--- config.mk ---
export PLATFORM = sky130hd
export DESIGN_NAME = bs_fused_mac
export DESIGN_NICKNAME = d
export VERILOG_FILES = /design/src/rtl/bs_fused_mac_pkg.sv /design/src/rtl/bs_fused_mac_cnt73.sv /design/src/rtl/bs_fused_mac_seq.sv /design/src/rtl/bs_fused_mac_cell.sv /design/src/rtl/bs_fused_mac.sv
export SDC_FILE = /design/constraint.sdc
export NUM_CORES = 1
export LEC_CHECK = 0
export CAP_MARGIN = 20
export CORE_ASPECT_RATIO = 0.75
export CORE_MARGIN = 2
export CORE_UTILIZATION = 55
export CTS_CLUSTER_DIAMETER = 150
export CTS_CLUSTER_SIZE = 24
export DETAILED_ROUTE_END_ITERATION = 12
export PLACE_DENSITY = 0.71
export SETUP_SLACK_MARGIN = 0.2
export SLEW_MARGIN = 10
export SYNTH_ARGS = -nofsm -noshare
export SYNTH_HDL_FRONTEND = slang
export SYNTH_HIERARCHICAL = 1
export SYNTH_SLANG_ARGS = --single-unit
--- constraint.sdc ---
create_clock -name clk_i -period 3.66 [get_ports clk_i]
set_input_delay 0.732 -clock clk_i [delete_from_list [all_inputs] [get_ports clk_i]]
set_output_delay 0.732 -clock clk_i [all_outputs]
set_load 0.05 [all_outputs]
--- src/rtl/bs_fused_mac_pkg.sv ---
package bs_fused_mac_pkg;
  typedef enum logic {
    MODE_ADD3  = 1'b0,
    MODE_PROD2 = 1'b1
  } mode_e;

  function automatic int res_width(input int op_w);
    return 2 * op_w + 2;
  endfunction
endpackage

--- src/rtl/bs_fused_mac_cnt73.sv ---
module bs_fused_mac_cnt73 (
  input  logic [6:0] bits_i,
  output logic [2:0] cnt_o
);
  always_comb begin
    cnt_o = 3'd0;
    for (int i = 0; i < 7; i++) cnt_o = cnt_o + {2'b00, bits_i[i]};
  end
endmodule

--- src/rtl/bs_fused_mac_seq.sv ---
module bs_fused_mac_seq #(
  parameter int CELLS = 18
) (
  input  logic             clk_i,
  input  logic             rst_ni,
  input  logic             start_i,
  output logic [CELLS-1:0] tok_o,
  output logic [CELLS-1:0] vld_o
);
  logic [CELLS-1:0] tok_q, vld_q;

  // strobe overrides history in the same cycle
  assign tok_o = start_i ? CELLS'(1) : tok_q;
  assign vld_o = start_i ? '0 : vld_q;

  always_ff @(posedge clk_i or negedge rst_ni) begin
    if (!rst_ni) begin
      tok_q <= '0;
      vld_q <= '0;
    end else begin
      tok_q <= tok_o << 1;
      vld_q <= vld_o | tok_o;
    end
  end

  assert_tok_onehot_R5: assert property (@(posedge clk_i) disable iff (!rst_ni)
    $onehot0(tok_q));
  assert_restart_tok_R5: assert property (@(posedge clk_i) disable iff (!rst_ni)
    start_i |=> (tok_q == CELLS'(2)));
  assert_restart_vld_R5: assert property (@(posedge clk_i) disable iff (!rst_ni)
    start_i |=> (vld_q == CELLS'(1)));
  assert_tok_ahead_R1: assert property (@(posedge clk_i) disable iff (!rst_ni)
    (tok_q & vld_q) == '0);
endmodule

--- src/rtl/bs_fused_mac_cell.sv ---
module bs_fused_mac_cell
  import bs_fused_mac_pkg::*;
(
  input  logic  clk_i,
  input  logic  rst_ni,
  input  logic  clr_i,
  input  logic  tok_i,
  input  logic  vld_i,
  input  mode_e mode_i,
  input  logic  v_i,
  input  logic  w_i,
  input  logic  x_i,
  input  logic  y_i,
  input  logic  ext_a_i,
  input  logic  ext_b_i,
  input  logic  ext_c_i,
  input  logic  lo_i,
  input  logic  hi_i,
  output logic  lo_o,
  output logic  hi_o
);
  logic       v_q, w_q, x_q, y_q;
  logic       lo_q, mid_q, hi_q;
  logic       lo_h, mid_h, hi_h;
  logic       v_s, x_s, w_e, y_e;
  logic [3:0] pp;
  logic [2:0] cnt;

  assign lo_h  = clr_i ? 1'b0 : lo_q;
  assign mid_h = clr_i ? 1'b0 : mid_q;
  assign hi_h  = clr_i ? 1'b0 : hi_q;

  // own-index bits: stored once captured, live in the capture cycle
  assign v_s = vld_i & v_q;
  assign x_s = vld_i & x_q;
  assign w_e = vld_i ? w_q : (tok_i & w_i);
  assign y_e = vld_i ? y_q : (tok_i & y_i);

  assign pp[0] = v_i & w_e;
  assign pp[1] = w_i & v_s;
  assign pp[2] = (mode_i == MODE_PROD2) ? (x_i & y_e) : ext_a_i;
  assign pp[3] = (mode_i == MODE_PROD2) ? (y_i & x_s) : ext_b_i;

  // hi_h is zero in cell 0, ext_c_i is zero elsewhere
  bs_fused_mac_cnt73 u_cnt (
    .bits_i({pp, lo_h, mid_h, hi_h | ext_c_i}),
    .cnt_o (cnt)
  );

  assign lo_o = cnt[0];
  assign hi_o = cnt[2];

  always_ff @(posedge clk_i or negedge rst_ni) begin
    if (!rst_ni) begin
      v_q   <= 1'b0;
      w_q   <= 1'b0;
      x_q   <= 1'b0;
      y_q   <= 1'b0;
      lo_q  <= 1'b0;
      mid_q <= 1'b0;
      hi_q  <= 1'b0;
    end else begin
      if (tok_i) begin
        v_q <= v_i;
        w_q <= w_i;
        x_q <= x_i;
        y_q <= y_i;
      end
      lo_q  <= lo_i;
      mid_q <= cnt[1];
      hi_q  <= hi_i;
    end
  end

  assert_operand_hold_R2: assert property (@(posedge clk_i) disable iff (!rst_ni)
    vld_i |=> ($stable(v_q) && $stable(w_q) && $stable(x_q) && $stable(y_q)));
  assert_capture_R1: assert property (@(posedge clk_i) disable iff (!rst_ni)
    tok_i |=> (v_q == $past(v_i) && w_q == $past(w_i)));
endmodule

--- src/rtl/bs_fused_mac.sv ---
module bs_fused_mac
  import bs_fused_mac_pkg::*;
#(
  parameter int OP_W = 8
) (
  input  logic clk_i,
  input  logic rst_ni,
  input  logic start_i,
  input  logic mode_i,
  input  logic v_i,
  input  logic w_i,
  input  logic x_i,
  input  logic y_i,
  input  logic z_i,
  output logic s_o
);
  localparam int CELLS = res_width(OP_W);

  mode_e            mode;
  logic [CELLS-1:0] tok_w, vld_w;
  logic             lo_w [CELLS+1];
  logic             hi_w [CELLS+1];

  assign mode = mode_e'(mode_i);

  bs_fused_mac_seq #(.CELLS(CELLS)) u_seq (
    .clk_i  (clk_i),
    .rst_ni (rst_ni),
    .start_i(start_i),
    .tok_o  (tok_w),
    .vld_o  (vld_w)
  );

  assign hi_w[0]     = 1'b0;
  assign lo_w[CELLS] = 1'b0;

  for (genvar k = 0; k < CELLS; k++) begin : g_cell
    bs_fused_mac_cell u_cell (
      .clk_i  (clk_i),
      .rst_ni (rst_ni),
      .clr_i  (start_i),
      .tok_i  (tok_w[k]),
      .vld_i  (vld_w[k]),
      .mode_i (mode),
      .v_i    (v_i),
      .w_i    (w_i),
      .x_i    (x_i),
      .y_i    (y_i),
      .ext_a_i(k == 0 ? x_i : 1'b0),
      .ext_b_i(k == 0 ? y_i : 1'b0),
      .ext_c_i(k == 0 ? z_i : 1'b0),
      .lo_i   (lo_w[k+1]),
      .hi_i   (hi_w[k]),
      .lo_o   (lo_w[k]),
      .hi_o   (hi_w[k+1])
    );
  end

  assign s_o = lo_w[0];

  assert_mode_hold_R3: assert property (@(posedge clk_i) disable iff (!rst_ni)
    !start_i |-> $stable(mode_i));
endmodule

[Word-level counts from Yosys, hierarchy flattened]
Cells that the tools add are included.
Operators by class
  $add $sub $neg: 107
  muxes and demuxes: 126
  bitwise operators: 145
Operators with widths (number)
  adder 3 x 1 -> 3 bit: 68
  bitwise AND 1 bit: 144
  2-to-1 mux 1 bit: 124
  adder 2 x 1 -> 3 bit: 17
  adder 1 x 1 -> 2 bit: 18
  2-to-1 mux 18 bit: 2
  OR 18 bit: 1
  adder 2 x 1 -> 2 bit: 4
Storage, ports and cells
  flip-flop bits (word level): 159
  bits of input ports: 9
  output and inout port bits: 1
  logic and storage cells: 504

[Logic depth before layout (Yosys ltp)]
  depth after elaboration: 8
  gate-level depth with buffers: 10

[Hierarchy]
The synthesis kept the hierarchy.
Modules (own cells, without submodules)
  bs_fused_mac_cell: instances 18, cells each 26, area each 311.5 um^2, sequential area each 175.2 um^2
  bs_fused_mac_cnt73: instances 18, cells each 12, area each 110.1 um^2, sequential area each 0.0 um^2
  bs_fused_mac_seq: instances 1, cells each 94, area each 1306.3 um^2, sequential area each 875.8 um^2
  bs_fused_mac: instances 1, cells each 1, area each 3.8 um^2, sequential area each 0.0 um^2

[Least setup slack after synthesis]
No wires, ideal clock.
  path type: input-to-output
  from: in start_i
  to: out s_o
  arrival: 2936 ps
  slack: -8 ps
  stages on the path: 8
  path buffers: 0
  path through: nor2b_1 -> nand2_1 -> a21boi_1 -> inv_1 -> fa_1 -> fa_1 -> inv_1 -> fa_1
On the way
  longest elaborated chain between the ends: 8
  elaborated cells between the ends (all ways): 22
Ends and longest elaborated chain
  from (decl): RTL line bs_fused_mac.sv:8  | input logic start_i,
  2-to-1 mux 18 bit: RTL line bs_fused_mac_seq.sv:13  | assign tok_o = start_i ? CELLS'(1) : tok_q;
  bitwise AND 1 bit: RTL line bs_fused_mac_cell.sv:36  | assign w_e = vld_i ? w_q : (tok_i & w_i);
  2-to-1 mux 1 bit (*): RTL line bs_fused_mac_cell.sv:36
  bitwise AND 1 bit (*): RTL line bs_fused_mac_cell.sv:39  | assign pp[0] = v_i & w_e;
  via g_cell[0].u_cell.pp[0]: RTL line bs_fused_mac_cell.sv:26  | logic [3:0] pp;
  adder 3 x 1 -> 3 bit (*) (4 in series): RTL line bs_fused_mac_cnt73.sv:7  | for (int i = 0; i < 7; i++) cnt_o = cnt_o + {2'b00, bits_i[i]};
  to (decl): RTL line bs_fused_mac.sv:15  | output logic s_o
The timed path passes the listed nets; every way through them passes the cells marked *.

[Final worst setup path]
  from: in v_i
  to: out s_o
On the way
  longest elaborated chain between the ends: 5
Ends and longest elaborated chain
  from (decl): RTL line bs_fused_mac.sv:10  | input logic v_i,
  bitwise AND 1 bit: RTL line bs_fused_mac_cell.sv:39
  via g_cell[0].u_cell.pp[0]: RTL line bs_fused_mac_cell.sv:26
  adder 3 x 1 -> 3 bit (4 in series): RTL line bs_fused_mac_cnt73.sv:7
The timed path passes the listed nets, and every way through them passes these cells.

==> impl_metrics.tcl <==
set metrics [dict create \
    status "complete, but fails checks" \
    violations "negative setup slack" \
    arrival_ps 3000 \
    cts-root-buf "clkbuf_16" \
    synth_cell_type_count 19 \
    grt_pass1_wl_microns 29600 \
    muxShareOfSynthArea 0.111 \
    hp-class "in2async" \
    max_slew_margin 0.336 \
    netlist_area_sq_mm 0.00890 \
    path_clk_slew_ps 60 \
    dr.pass1.iters 4 \
    die_h_microns 114 \
    io_pins 10 \
    dieArea_sq_mm 0.0172 \
    avgRoutedWirePerCell_microns 14.9 \
    cts.sinks 161 \
    drc 0 \
    finalSetupTns_ps -76.6 \
    synthSimpleGateAreaFrac 0.121 \
    cp_cell_sequence "dlygate4sd2_1 > a21boi_1 > inv_1 > fa_1 > fa_1 > inv_1 > fa_2 > buf_12" \
    synth_edf_count 0 \
    cts_buffer_depth 2 \
    yosysTopAreaCellShare 0.453 \
    async_flop_share 1.00 \
    synth-compound-area-share 0.0723 \
    setup_viol 1 \
    vdd_drop_max_v 0.000367 \
    worst_slew_pin_slew_ps 996 \
    p_total_mw 5.27 \
    period_share 1.02 \
    synth_flop_cell "dfrtp_1" \
    postCtsSetupRepairBufs 0 \
    clock_latency_ps 420 \
    overflow 0 \
    antenna_found_initial 0 \
    hold_violations 0 \
    synthTopCellsByCount "inv_1 (180), dfrtp_1 (161), fa_1 (72), mux2_2 (72), nor2b_1 (71)" \
    cp-end-kind "output pin" \
    num-fill-cells 1196 \
    fin_ws_ps -76.6 \
    cts_tree "yes" \
    die_x_microns 151 \
    syn_avg_cell_area_sq_um 11.4 \
    clock.fmax_mhz 268 \
    whs_ps 416 \
    layout_min_cycle_time_ps 3740 \
    grt_use_total 0.222 \
    fp-row-count 40 \
    nets 992 \
    drt-initial-drc-count 271 \
    fin_skew_ps 6.21 \
    p_leak_nw 5.33 \
    synthMostInstantiatedCell "inv_1" \
    start_util 0.559 \
    synth_top_family_by_area "adder cells" \
    vias_per_cell 4.91 \
    start_kind "input port" \
    cp_max_fo 2 \
    maxSlewViolCount 0 \
    rsz0062_at_grt "yes" \
    synthTopCellsByArea "dfrtp_1 (45%), fa_1 (16%), mux2_2 (9.1%)" \
    powerDensity_mw_per_mm2 499 \
    critPathKind "in2out" \
    yosys.area.top_type "dfrtp_1" \
    grt_pass1_vias 6213 \
    ys_ff_latch 161 \
    gp_congestion 0.789 \
    multi_input_area_sq_mm 0.00437 \
    synth_fa_ha_area_frac 0.162 \
    hpwlAfterDp_microns 11300 \
    vias 5571 \
    critPathRequiredTime_ps 2930 \
    hold_buffers 0 \
    cpPeakStageDelay_ps 560 \
    synth-xor-area-share 0 \
    cts_buffers 17 \
    wirelength_microns 16900 \
    netlist_instances 779 \
    yosys_warnings 6 \
    core_sq_mm 0.0159 \
    slowest_stage "fa_2" \
    ant_nets 0 \
    final-seq-area_sq_mm 0.00403 \
    layout-drive-gt1-share 0.201 \
    portBuffers 9 \
    h-tree-depth 4 \
    area_growth_pct 18.7 \
    diodes 0 \
    grt_max_degree 110 \
    yosysSeqAreaShare 0.453 \
    maxCapViolCount 0 \
]
## sequential cells by signal (all words and copies together), names as in the netlist
signal and cells:
g_cell.u_cell/hi_q 18, g_cell.u_cell/lo_q 18, g_cell.u_cell/mid_q 18, g_cell.u_cell/v_q 18
g_cell.u_cell/w_q 18, g_cell.u_cell/x_q 18, g_cell.u_cell/y_q 18, u_seq/tok_q 17
u_seq/vld_q 18
## layout make-up
| type | instances | area share |
|---|---|---|
| clock buffers | 22 | 0.0458 |
| clock inverters | 10 | 0.0192 |
| repair buffers | 67 | 0.0513 |
| flip-flops and latches | 161 | 0.381 |
| multi-input cells | 484 | 0.413 |
| inverters | 180 | 0.0640 |
| well taps | 210 | 0.0249 |
## cell usage in the layout, fill, tap and decap left out, types with 36 or more instances in the layout
| cell | instances |
|---|---|
| fa_1 | 71 |
| dfrtp_1 | 161 |
| conb_1 | 53 |
| nand2_1 | 36 |
| inv_1 | 180 |
| nand3b_1 | 36 |
| nor2b_1 | 70 |
| mux2_2 | 72 |
| buf_4 | 57 |
## power breakdown
part           internal, mW  switching [mW]
Combinational         0.487           0.592
Clock                  1.35           0.690
Sequential             2.07          0.0818
Total                  3.91            1.36
## what timing repair did
item | in CTS | in global routing
pin swaps | 1 | 0
resized for setup | 2 | 0
endpoints found under the hold margin | 0 | 0
endpoints found under the setup margin | 16 | 5
## final timing paths
| kind | startpoint | to | slack, ps | depth (start not counted) |
|---|---|---|---|---|
| setup reg to reg | u_seq/vld_q[16]$_DFF_PN0_ | g_cell[16].u_cell/mid_q$_DFF_PN0_ | 690 | 9 |
| hold / removal | rst_ni | g_cell[13].u_cell/w_q$_DFFE_PN0P_ | 420 | 1 |
| setup / recovery | v_i | s_o | -80 | 8 |
| min in group clk_i | u_seq/tok_q[15]$_DFF_PN0_ | u_seq/vld_q[15]$_DFF_PN0_ | 480 | 1 |
| hold reg to reg | u_seq/tok_q[15]$_DFF_PN0_ | u_seq/vld_q[15]$_DFF_PN0_ | 480 | 1 |
| max in group asynchronous | rst_ni | g_cell[8].u_cell/v_q$_DFFE_PN0P_ | 2280 | 2 |
## layer usage
layer	share of wire	up-vias	track usage	routed length [microns]
met1	0.46	2814	0.288	7820
met2	0.50	64	0.388	8480
met3	0.028	11	0.0486	470
met5	0	-	0	0
li1	-	2682	-	-
met4	0.0069	0	0.0498	116
## cells by family (layout without fill, tap and decap cells)
| group | count (synthesis) | in the layout |
|---|---|---|
| buffers and inverters | 186 | 279 |
| and+or+nand+nor | 180 | 180 |
| DFF | 161 | 161 |
| muxes | 90 | 90 |
| AOI/OAI and AO/OA | 89 | 89 |
| adders and majority gates | 72 | 72 |
| other | 1 | 53 |
## worst max-delay path: cells and delay by family
family                     cells  cell delay, ps
buffers and inverters          4             580
adders and majority gates      3            1510
AOI/OAI and AO/OA              1             190
## stage by stage
stage / utilization / std cells / setup WS, ps / area (sq um)
2_1_floorplan: - / 831 / 164 / 9100
3_3_place_gp: 0.621 / 1102 / -372 / 9880
3_5_place_dp: 0.621 / 1102 / -371 / 9880
4_1_cts: 0.664 / 1134 / -98.9 / 10600
5_1_grt: 0.664 / 1134 / -199 / 10600
6_report: 0.664 / 1134 / -76.6 / 10600
Note: power is estimated with default switching activity, not from simulation.
